File: config.mk
export PLATFORM = sky130hd
export DESIGN_NAME = clock24_chime
export DESIGN_NICKNAME = d
export VERILOG_FILES = /design/src/rtl/clock24_pkg.sv /design/src/rtl/rate_divider.sv /design/src/rtl/key_debounce.sv /design/src/rtl/key_select.sv /design/src/rtl/bcd_wrap_counter.sv /design/src/rtl/clock_tally.sv /design/src/rtl/chime_gate.sv /design/src/rtl/clock24_chime.sv
export SDC_FILE = /design/constraint.sdc
export NUM_CORES = 1
export LEC_CHECK = 0
export BUFFER_PORTS_ARGS = -buffer_cell sky130_fd_sc_hd__buf_2
export CAP_MARGIN = 20
export CORE_MARGIN = 5
export CORE_UTILIZATION = 40
export CTS_CLUSTER_DIAMETER = 150
export CTS_CLUSTER_SIZE = 28
export DETAILED_ROUTE_END_ITERATION = 16
export PLACE_DENSITY_LB_ADDON = 0.1
export RECOVER_POWER = 50
export SLEW_MARGIN = 20
export SYNTH_ARGS = -nofsm -noshare
export SYNTH_HDL_FRONTEND = slang
export SYNTH_SLANG_ARGS = --single-unit
File: constraint.sdc
create_clock -name clk -period 2.7 [get_ports clk]
set_input_delay 0.405 -clock clk [delete_from_list [all_inputs] [get_ports clk]]
set_output_delay 0.405 -clock clk [all_outputs]
set_load 0.05 [all_outputs]
File: src/rtl/clock24_pkg.sv
package clock24_pkg;
  typedef logic [3:0] bcd_t;

  localparam int NUM_KEYS = 3;
  localparam int KEY_MIN  = 0;
  localparam int KEY_HR   = 1;
  localparam int KEY_CLR  = 2;

  localparam bcd_t CHIME_MIN_HI = 4'd5;
  localparam bcd_t CHIME_MIN_LO = 4'd9;
  localparam bcd_t CHIME_SEC_HI = 4'd5;
  localparam bcd_t CHIME_SEC_LAST = 4'd7;

  typedef enum logic [1:0] {
    DB_IDLE = 2'd0,
    DB_ONE  = 2'd1,
    DB_HELD = 2'd2
  } deb_state_t;
endpackage

File: src/rtl/rate_divider.sv
module rate_divider #(
  parameter int TONE_BIT = 0,
  parameter int DEB_BIT  = 1,
  parameter int SCAN_BIT = 5,
  parameter int TICK_BIT = 9
) (
  input  logic clk,
  input  logic rst,
  output logic tone,
  output logic deb_stb,
  output logic scan_stb,
  output logic tick_stb
);
  localparam int W = TICK_BIT + 1;

  logic [W-1:0] cnt;

  always_ff @(posedge clk) begin
    if (rst) cnt <= '0;
    else     cnt <= cnt + 1'b1;
  end

  assign tone     = cnt[TONE_BIT];
  assign deb_stb  = &cnt[DEB_BIT:0];
  assign scan_stb = &cnt[SCAN_BIT:0];
  assign tick_stb = &cnt[TICK_BIT:0];

  // the tick is a single-cycle strobe, never two in a row
  a_r4_tick_single: assert property (@(posedge clk) disable iff (rst)
    tick_stb |=> !tick_stb);
  // every tick coincides with a scan strobe (slower rate nests in faster)
  a_r4_tick_nested: assert property (@(posedge clk) disable iff (rst)
    tick_stb |-> (scan_stb && deb_stb));
endmodule

File: src/rtl/key_debounce.sv
module key_debounce
  import clock24_pkg::*;
(
  input  logic clk,
  input  logic rst,
  input  logic sample,
  input  logic raw_n,
  output logic clean_n
);
  logic       meta_q, sync_q;
  deb_state_t state;

  always_ff @(posedge clk) begin
    if (rst) begin
      meta_q <= 1'b1;
      sync_q <= 1'b1;
    end else begin
      meta_q <= raw_n;
      sync_q <= meta_q;
    end
  end

  always_ff @(posedge clk) begin
    if (rst) begin
      state <= DB_IDLE;
    end else if (sample) begin
      case (state)
        DB_IDLE: state <= sync_q ? DB_IDLE : DB_ONE;
        DB_ONE:  state <= sync_q ? DB_IDLE : DB_HELD;
        DB_HELD: state <= sync_q ? DB_IDLE : DB_HELD;
        default: state <= DB_IDLE;
      endcase
    end
  end

  assign clean_n = (state != DB_HELD);

  // a press is only recognised on a debounce sample
  a_r5_press_on_sample: assert property (@(posedge clk) disable iff (rst)
    (!clean_n && $past(clean_n)) |-> $past(sample));
  // a high sample releases the key immediately
  a_r5_release: assert property (@(posedge clk) disable iff (rst)
    (sample && sync_q && !clean_n) |=> clean_n);
endmodule

File: src/rtl/key_select.sv
module key_select
  import clock24_pkg::*;
(
  input  logic                clk,
  input  logic                rst,
  input  logic                scan_stb,
  input  logic [NUM_KEYS-1:0] clean_n,
  output logic                adv_min,
  output logic                adv_hr,
  output logic                clr_sec
);
  logic [NUM_KEYS-1:0] nxt_sel, sel_q;

  always_comb begin
    logic taken;
    taken   = 1'b0;
    nxt_sel = '0;
    for (int k = 0; k < NUM_KEYS; k++) begin
      if (!taken && !clean_n[k]) begin
        nxt_sel[k] = 1'b1;
        taken      = 1'b1;
      end
    end
  end

  always_ff @(posedge clk) begin
    if (rst) begin
      sel_q   <= '0;
      adv_min <= 1'b0;
      adv_hr  <= 1'b0;
    end else begin
      adv_min <= scan_stb && nxt_sel[KEY_MIN] && !sel_q[KEY_MIN];
      adv_hr  <= scan_stb && nxt_sel[KEY_HR]  && !sel_q[KEY_HR];
      if (scan_stb) sel_q <= nxt_sel;
    end
  end

  assign clr_sec = sel_q[KEY_CLR];

  // at most one key is selected at a time
  a_r6_onehot_sel: assert property (@(posedge clk) disable iff (rst)
    $onehot0(sel_q));
  // each press yields a single-cycle advance
  a_r6_single_min: assert property (@(posedge clk) disable iff (rst)
    adv_min |=> !adv_min);
  a_r6_single_hr: assert property (@(posedge clk) disable iff (rst)
    adv_hr |=> !adv_hr);
  a_r6_not_both: assert property (@(posedge clk) disable iff (rst)
    !(adv_min && adv_hr));
endmodule

File: src/rtl/bcd_wrap_counter.sv
module bcd_wrap_counter
  import clock24_pkg::*;
#(
  parameter int WRAP_HI = 5,
  parameter int WRAP_LO = 9
) (
  input  logic clk,
  input  logic rst,
  input  logic clr,
  input  logic inc,
  output bcd_t hi,
  output bcd_t lo,
  output logic at_wrap
);
  localparam bcd_t HI_W = bcd_t'(WRAP_HI);
  localparam bcd_t LO_W = bcd_t'(WRAP_LO);

  assign at_wrap = (hi == HI_W) && (lo == LO_W);

  always_ff @(posedge clk) begin
    if (rst || clr) begin
      hi <= '0;
      lo <= '0;
    end else if (inc) begin
      if (at_wrap) begin
        hi <= '0;
        lo <= '0;
      end else if (lo == 4'd9) begin
        lo <= '0;
        hi <= hi + 1'b1;
      end else begin
        lo <= lo + 1'b1;
      end
    end
  end

  // digits stay legal BCD within the wrap value
  a_r1_digit_range: assert property (@(posedge clk) disable iff (rst)
    (lo <= 4'd9) && ({hi, lo} <= {HI_W, LO_W}));
  // an advance at the wrap value returns to zero
  a_r3_wrap_zero: assert property (@(posedge clk) disable iff (rst)
    (at_wrap && inc && !clr) |=> (hi == '0 && lo == '0));
endmodule

File: src/rtl/clock_tally.sv
module clock_tally
  import clock24_pkg::*;
(
  input  logic clk,
  input  logic rst,
  input  logic tick,
  input  logic adv_min,
  input  logic adv_hr,
  input  logic clr_sec,
  output bcd_t sec_hi,
  output bcd_t sec_lo,
  output bcd_t min_hi,
  output bcd_t min_lo,
  output bcd_t hr_hi,
  output bcd_t hr_lo
);
  logic s_wrap, m_wrap, h_wrap;
  logic sec_step, sec_carry, min_step, hr_step;

  assign sec_step  = tick && !clr_sec;
  assign sec_carry = sec_step && s_wrap;
  assign min_step  = sec_carry || adv_min;
  assign hr_step   = adv_hr || (sec_carry && m_wrap);

  bcd_wrap_counter #(.WRAP_HI(5), .WRAP_LO(9)) u_sec (
    .clk(clk), .rst(rst), .clr(clr_sec), .inc(sec_step),
    .hi(sec_hi), .lo(sec_lo), .at_wrap(s_wrap));

  bcd_wrap_counter #(.WRAP_HI(5), .WRAP_LO(9)) u_min (
    .clk(clk), .rst(rst), .clr(1'b0), .inc(min_step),
    .hi(min_hi), .lo(min_lo), .at_wrap(m_wrap));

  bcd_wrap_counter #(.WRAP_HI(2), .WRAP_LO(3)) u_hr (
    .clk(clk), .rst(rst), .clr(1'b0), .inc(hr_step),
    .hi(hr_hi), .lo(hr_lo), .at_wrap(h_wrap));

  // seconds read zero after a cycle of clear
  a_r7_clear_holds: assert property (@(posedge clk) disable iff (rst)
    clr_sec |=> (sec_hi == '0 && sec_lo == '0));
  // a manual minute advance alone never moves the hours
  a_r8_manual_min_no_hour: assert property (@(posedge clk) disable iff (rst)
    (adv_min && !adv_hr && !sec_carry) |=> $stable({hr_hi, hr_lo}));
  // a manual hour advance alone never moves the minutes
  a_r9_manual_hr_keeps_min: assert property (@(posedge clk) disable iff (rst)
    (adv_hr && !adv_min && !sec_carry) |=> $stable({min_hi, min_lo}));
  // hours leave 23 only for 00
  a_r3_hour_wrap: assert property (@(posedge clk) disable iff (rst)
    (h_wrap && hr_step) |=> (hr_hi == '0 && hr_lo == '0));
  // a seconds carry at minute 59 advances the hours
  a_r2_hour_carry: assert property (@(posedge clk) disable iff (rst)
    (sec_carry && m_wrap && !h_wrap) |=> !$stable({hr_hi, hr_lo}));
endmodule

File: src/rtl/chime_gate.sv
module chime_gate
  import clock24_pkg::*;
(
  input  logic clk,
  input  logic rst,
  input  bcd_t min_hi,
  input  bcd_t min_lo,
  input  bcd_t sec_hi,
  input  bcd_t sec_lo,
  input  logic tone,
  input  logic test_en,
  input  logic test_tone,
  output logic spk
);
  logic last_min, beep_sec, window;

  assign last_min = (min_hi == CHIME_MIN_HI) && (min_lo == CHIME_MIN_LO);
  assign beep_sec = (sec_hi == CHIME_SEC_HI) && sec_lo[0] && (sec_lo <= CHIME_SEC_LAST);
  assign window   = last_min && beep_sec;

  always_ff @(posedge clk) begin
    if (rst)          spk <= 1'b0;
    else if (test_en) spk <= test_tone;
    else if (window)  spk <= tone;
    else              spk <= 1'b0;
  end

  // outside minute 59 the speaker stays quiet
  a_r10_quiet_other_min: assert property (@(posedge clk) disable iff (rst)
    (!test_en && !last_min) |=> !spk);
  // test override copies the input with one cycle of delay
  a_r11_override: assert property (@(posedge clk) disable iff (rst)
    test_en |=> (spk == $past(test_tone)));
  // reset silences the speaker
  a_r12_reset_quiet: assert property (@(posedge clk)
    rst |=> !spk);
endmodule

File: src/rtl/clock24_chime.sv
module clock24_chime
  import clock24_pkg::*;
#(
  parameter int TONE_BIT = 0,
  parameter int DEB_BIT  = 1,
  parameter int SCAN_BIT = 5,
  parameter int TICK_BIT = 9
) (
  input  logic       clk,
  input  logic       rst,
  input  logic       key_min_n,
  input  logic       key_hr_n,
  input  logic       key_sec_n,
  input  logic       test_en,
  input  logic       test_tone,
  output logic [3:0] sec_lo,
  output logic [3:0] sec_hi,
  output logic [3:0] min_lo,
  output logic [3:0] min_hi,
  output logic [3:0] hr_lo,
  output logic [3:0] hr_hi,
  output logic       speaker
);
  logic tone, deb_stb, scan_stb, tick_stb;
  logic adv_min, adv_hr, clr_sec;
  logic [NUM_KEYS-1:0] raw_n, clean_n;

  assign raw_n[KEY_MIN] = key_min_n;
  assign raw_n[KEY_HR]  = key_hr_n;
  assign raw_n[KEY_CLR] = key_sec_n;

  rate_divider #(
    .TONE_BIT(TONE_BIT), .DEB_BIT(DEB_BIT),
    .SCAN_BIT(SCAN_BIT), .TICK_BIT(TICK_BIT)
  ) u_div (
    .clk(clk), .rst(rst), .tone(tone),
    .deb_stb(deb_stb), .scan_stb(scan_stb), .tick_stb(tick_stb));

  for (genvar k = 0; k < NUM_KEYS; k++) begin : g_key
    key_debounce u_deb (
      .clk(clk), .rst(rst), .sample(deb_stb),
      .raw_n(raw_n[k]), .clean_n(clean_n[k]));
  end

  key_select u_sel (
    .clk(clk), .rst(rst), .scan_stb(scan_stb), .clean_n(clean_n),
    .adv_min(adv_min), .adv_hr(adv_hr), .clr_sec(clr_sec));

  clock_tally u_tally (
    .clk(clk), .rst(rst), .tick(tick_stb),
    .adv_min(adv_min), .adv_hr(adv_hr), .clr_sec(clr_sec),
    .sec_hi(sec_hi), .sec_lo(sec_lo),
    .min_hi(min_hi), .min_lo(min_lo),
    .hr_hi(hr_hi), .hr_lo(hr_lo));

  chime_gate u_chime (
    .clk(clk), .rst(rst),
    .min_hi(min_hi), .min_lo(min_lo),
    .sec_hi(sec_hi), .sec_lo(sec_lo),
    .tone(tone), .test_en(test_en), .test_tone(test_tone),
    .spk(speaker));
endmodule

==> results.json <==
{
  "status": "finished with violations",
  "violations": "max-capacitance violations, max-slew violations",
  "vias": 1879,
  "drc_errors": 0,
  "tns_ps": 0,
  "cp_max_fo": 16,
  "cp_cell_sequence": "ha_1 -> nand3b_1 -> nor4_4 -> a21oi_2 -> or4_1 -> a21oi_1",
  "synth-seq-area-share_pct": 42.8,
  "synth_area_leader_cell": "dfxtp_1",
  "cts.sinks": 52,
  "syn-num-nets": 298,
  "drive_gt1_share_pct": 13.2,
  "worst_setup_path_end_kind": "register",
  "cellPowerDensity_nw_per_um2": 488,
  "crit_path_max_incr_delay_ps": 540,
  "grt_max_degree": 45,
  "ys_ff_latch": 52,
  "initialDrtViolationCount": 90,
  "ir_drop_uv": 325,
  "cp_top_family": "simple AND/OR/NAND/NOR gates",
  "antenna_found_initial": 0,
  "dr.pass1.iters": 4,
  "cp_slowest_cell": "or4_1",
  "max_slew_margin_pct": -19.8,
  "cts_setup_buffers": 0,
  "viasPerCell": 4.97,
  "clk_latency_ps": 300,
  "rows": 28,
  "route.detailed.wl_per_inst_um": 11.7,
  "crit_type": "register to register",
  "fmax_mhz": 457,
  "synth_top_area_share_pct": 42.8,
  "slew_violations": 45,
  "syn2layout_area_growth_pct": 13.4,
  "die_w_um": 88.0,
  "cellLeakagePower_uw": 0.00100,
  "io_pins": 32,
  "dieArea_um2": 7750,
  "fin_crit_sh_pct": 81.1,
  "drv_cap": 1,
  "netlist_area_um2": 2430,
  "placed_cell_area_um2": 2680,
  "ant_nets": 0,
  "setup_viol_count_final": 0,
  "cts_tree": "done",
  "period_minus_slack_ps": 2190,
  "die_h_um": 88.0,
  "diodes": 0,
  "critical_path_arrival_ps": 2410,
  "worst-path-buf-inv": 0,
  "synthTopCellsByArea": "dfxtp_1 (43%), ha_1 (11%), a21oi_1 (4.9%)",
  "skew_ps": 9.32,
  "grt_pass1_wl_um": 7890,
  "fin_area_um2": 2760,
  "track_usage_pct": 12.6,
  "grt_overflow": 0,
  "fin_nets": 331,
  "place.gp.congestion": 0.712,
  "core_um2": 5920,
  "cts_hold_buf": 0,
  "clockBufferDepth": 2,
  "ys_types": 39,
  "wirelength_um": 4440,
  "cts-root-buf": "clkbuf_8",
  "start_kind": "register",
  "postSynthAreaPerCell_um2": 9.05,
  "worst-slew-pin-transition_ps": 1800,
  "cts_buffers": 5,
  "synthCells": 269,
  "htree_levels": 2,
  "rsz0062_at_grt": "false",
  "hold_class": "input port to register",
  "cts_resized": 0,
  "start_util_pct": 41.1,
  "required_ps": 2920,
  "clk_pin_slew_ps": 100,
  "hold_viol": 0,
  "dp_hpwl_um": 3110,
  "grt_pass1_vias": 1770,
  "yosys_warnings": 0,
  "portBuffers": 31
}
[metal layers]
| layer | vias to the layer above | global-route usage [%] | part of all wire (%) |
|---|---|---|---|
| met5 | - | 0 | 0 |
| met3 | 2 | 3.20 | 3.7 |
| met4 | 0 | 4.12 | 0.65 |
| li1 | 997 | - | - |
| met2 | 20 | 20.9 | 45 |
| met1 | 860 | 16.0 | 51 |
[kinds of logic after synthesis]
kind of cell    count (synthesis)  synth area share, %
flops                          52                 42.8
simple gates                  106                 25.7
compound gates                 50                 11.3
fa+ha+maj                      22                 11.3
mux                             5                 2.06
xor+xnor                        8                 2.88
buf+inv                        26                 4.06
[cells in the mapped netlist (all sizes together)]
library cell,number
and3,1
a21oi,26
and2,1
buf,2
nand3b,5
nor2,21
o21ai,17
mux2i,5
o31ai,1
and3b,3
nor4,2
clkbuf,7
ha,22
xor2,5
nand3,7
or4b,2
or3,12
inv,17
nor2b,5
a211oi,1
nor3b,3
xnor2,3
nand2,20
nand4,4
a41oi,1
nor4b,2
nor3,1
o22ai,3
dfxtp,52
a311oi,1
nand2b,1
or4,7
or2,9
[worst register-to-register path: stages (launching register included)]
cell,delay (ps)
dfxtp_1,460
ha_1,210
nand3b_1,130
nor4_4,390
a21oi_2,230
or4_1,540
a21oi_1,150
[layout by cell type (no fill, tap or decap), types with 7 or more instances in the layout]
cell type,n
dfxtp_1,52
a21oi_1,24
ha_1,22
nor2_1,21
clkbuf_1,21
nand2_1,20
inv_1,17
o21ai_0,16
buf_2,11
or2_2,9
nand3_1,7
or4_1,7
or3_1,7
[flip-flops by register name, summed over array words and instances (netlist names)]
register / count
u_sel.sel_q: 3
u_tally.u_hr.hi: 4
u_tally.u_sec.hi: 4
u_tally.u_min.hi: 4
u_sel.adv_hr: 1
g_key.u_deb.sync_q: 3
u_div.cnt: 10
g_key.u_deb.state: 6
u_tally.u_hr.lo: 4
u_tally.u_sec.lo: 4
g_key.u_deb.meta_q: 3
u_sel.adv_min: 1
u_tally.u_min.lo: 4
u_chime.spk: 1
[final cells by class]
type	count	area [um^2]
sequential	52	1040
timing repair buffer	35	156
clock inverter	3	42.5
fill	594	3160
inverter	17	63.8
multi-input combinational	191	1290
tap	75	93.8
clock buffer	5	68.8
[final timing paths]
| path | startpoint | cells after the start | slack [ps] | end |
|---|---|---|---|---|
| setup reg to reg | u_tally.u_sec.lo[0] | 6 | 510 | u_tally.u_hr.hi[3] |
| hold reg to reg | g_key[2].u_deb.meta_q | 1 | 420 | g_key[2].u_deb.sync_q |
| hold / removal | key_hr_n | 2 | 280 | g_key[1].u_deb.meta_q |
| setup / recovery | u_tally.u_sec.lo[0] | 6 | 510 | u_tally.u_hr.hi[3] |
[power breakdown]
group          leakage (uW)  internal [uW]  switching, uW  total, uW
Clock             0.0000541            275            257        531
Combinational      0.000529           14.1           21.9       36.0
Sequential         0.000421            775           4.62        780
[through the flow]
step | util (%) | power [uW] | hold slack [ps] | instances | setup WS [ps]
2_1_floorplan | - | 824 | 389 | 269 | 275
3_3_place_gp | 45.2 | 836 | 392 | 370 | 567
3_5_place_dp | 45.2 | 836 | 397 | 370 | 566
4_1_cts | 47.1 | 1380 | 266 | 378 | 513
5_1_grt | 46.6 | 1410 | 282 | 378 | 307
6_report | 46.6 | 1350 | 278 | 378 | 510
(Power assumes the default switching activity.)
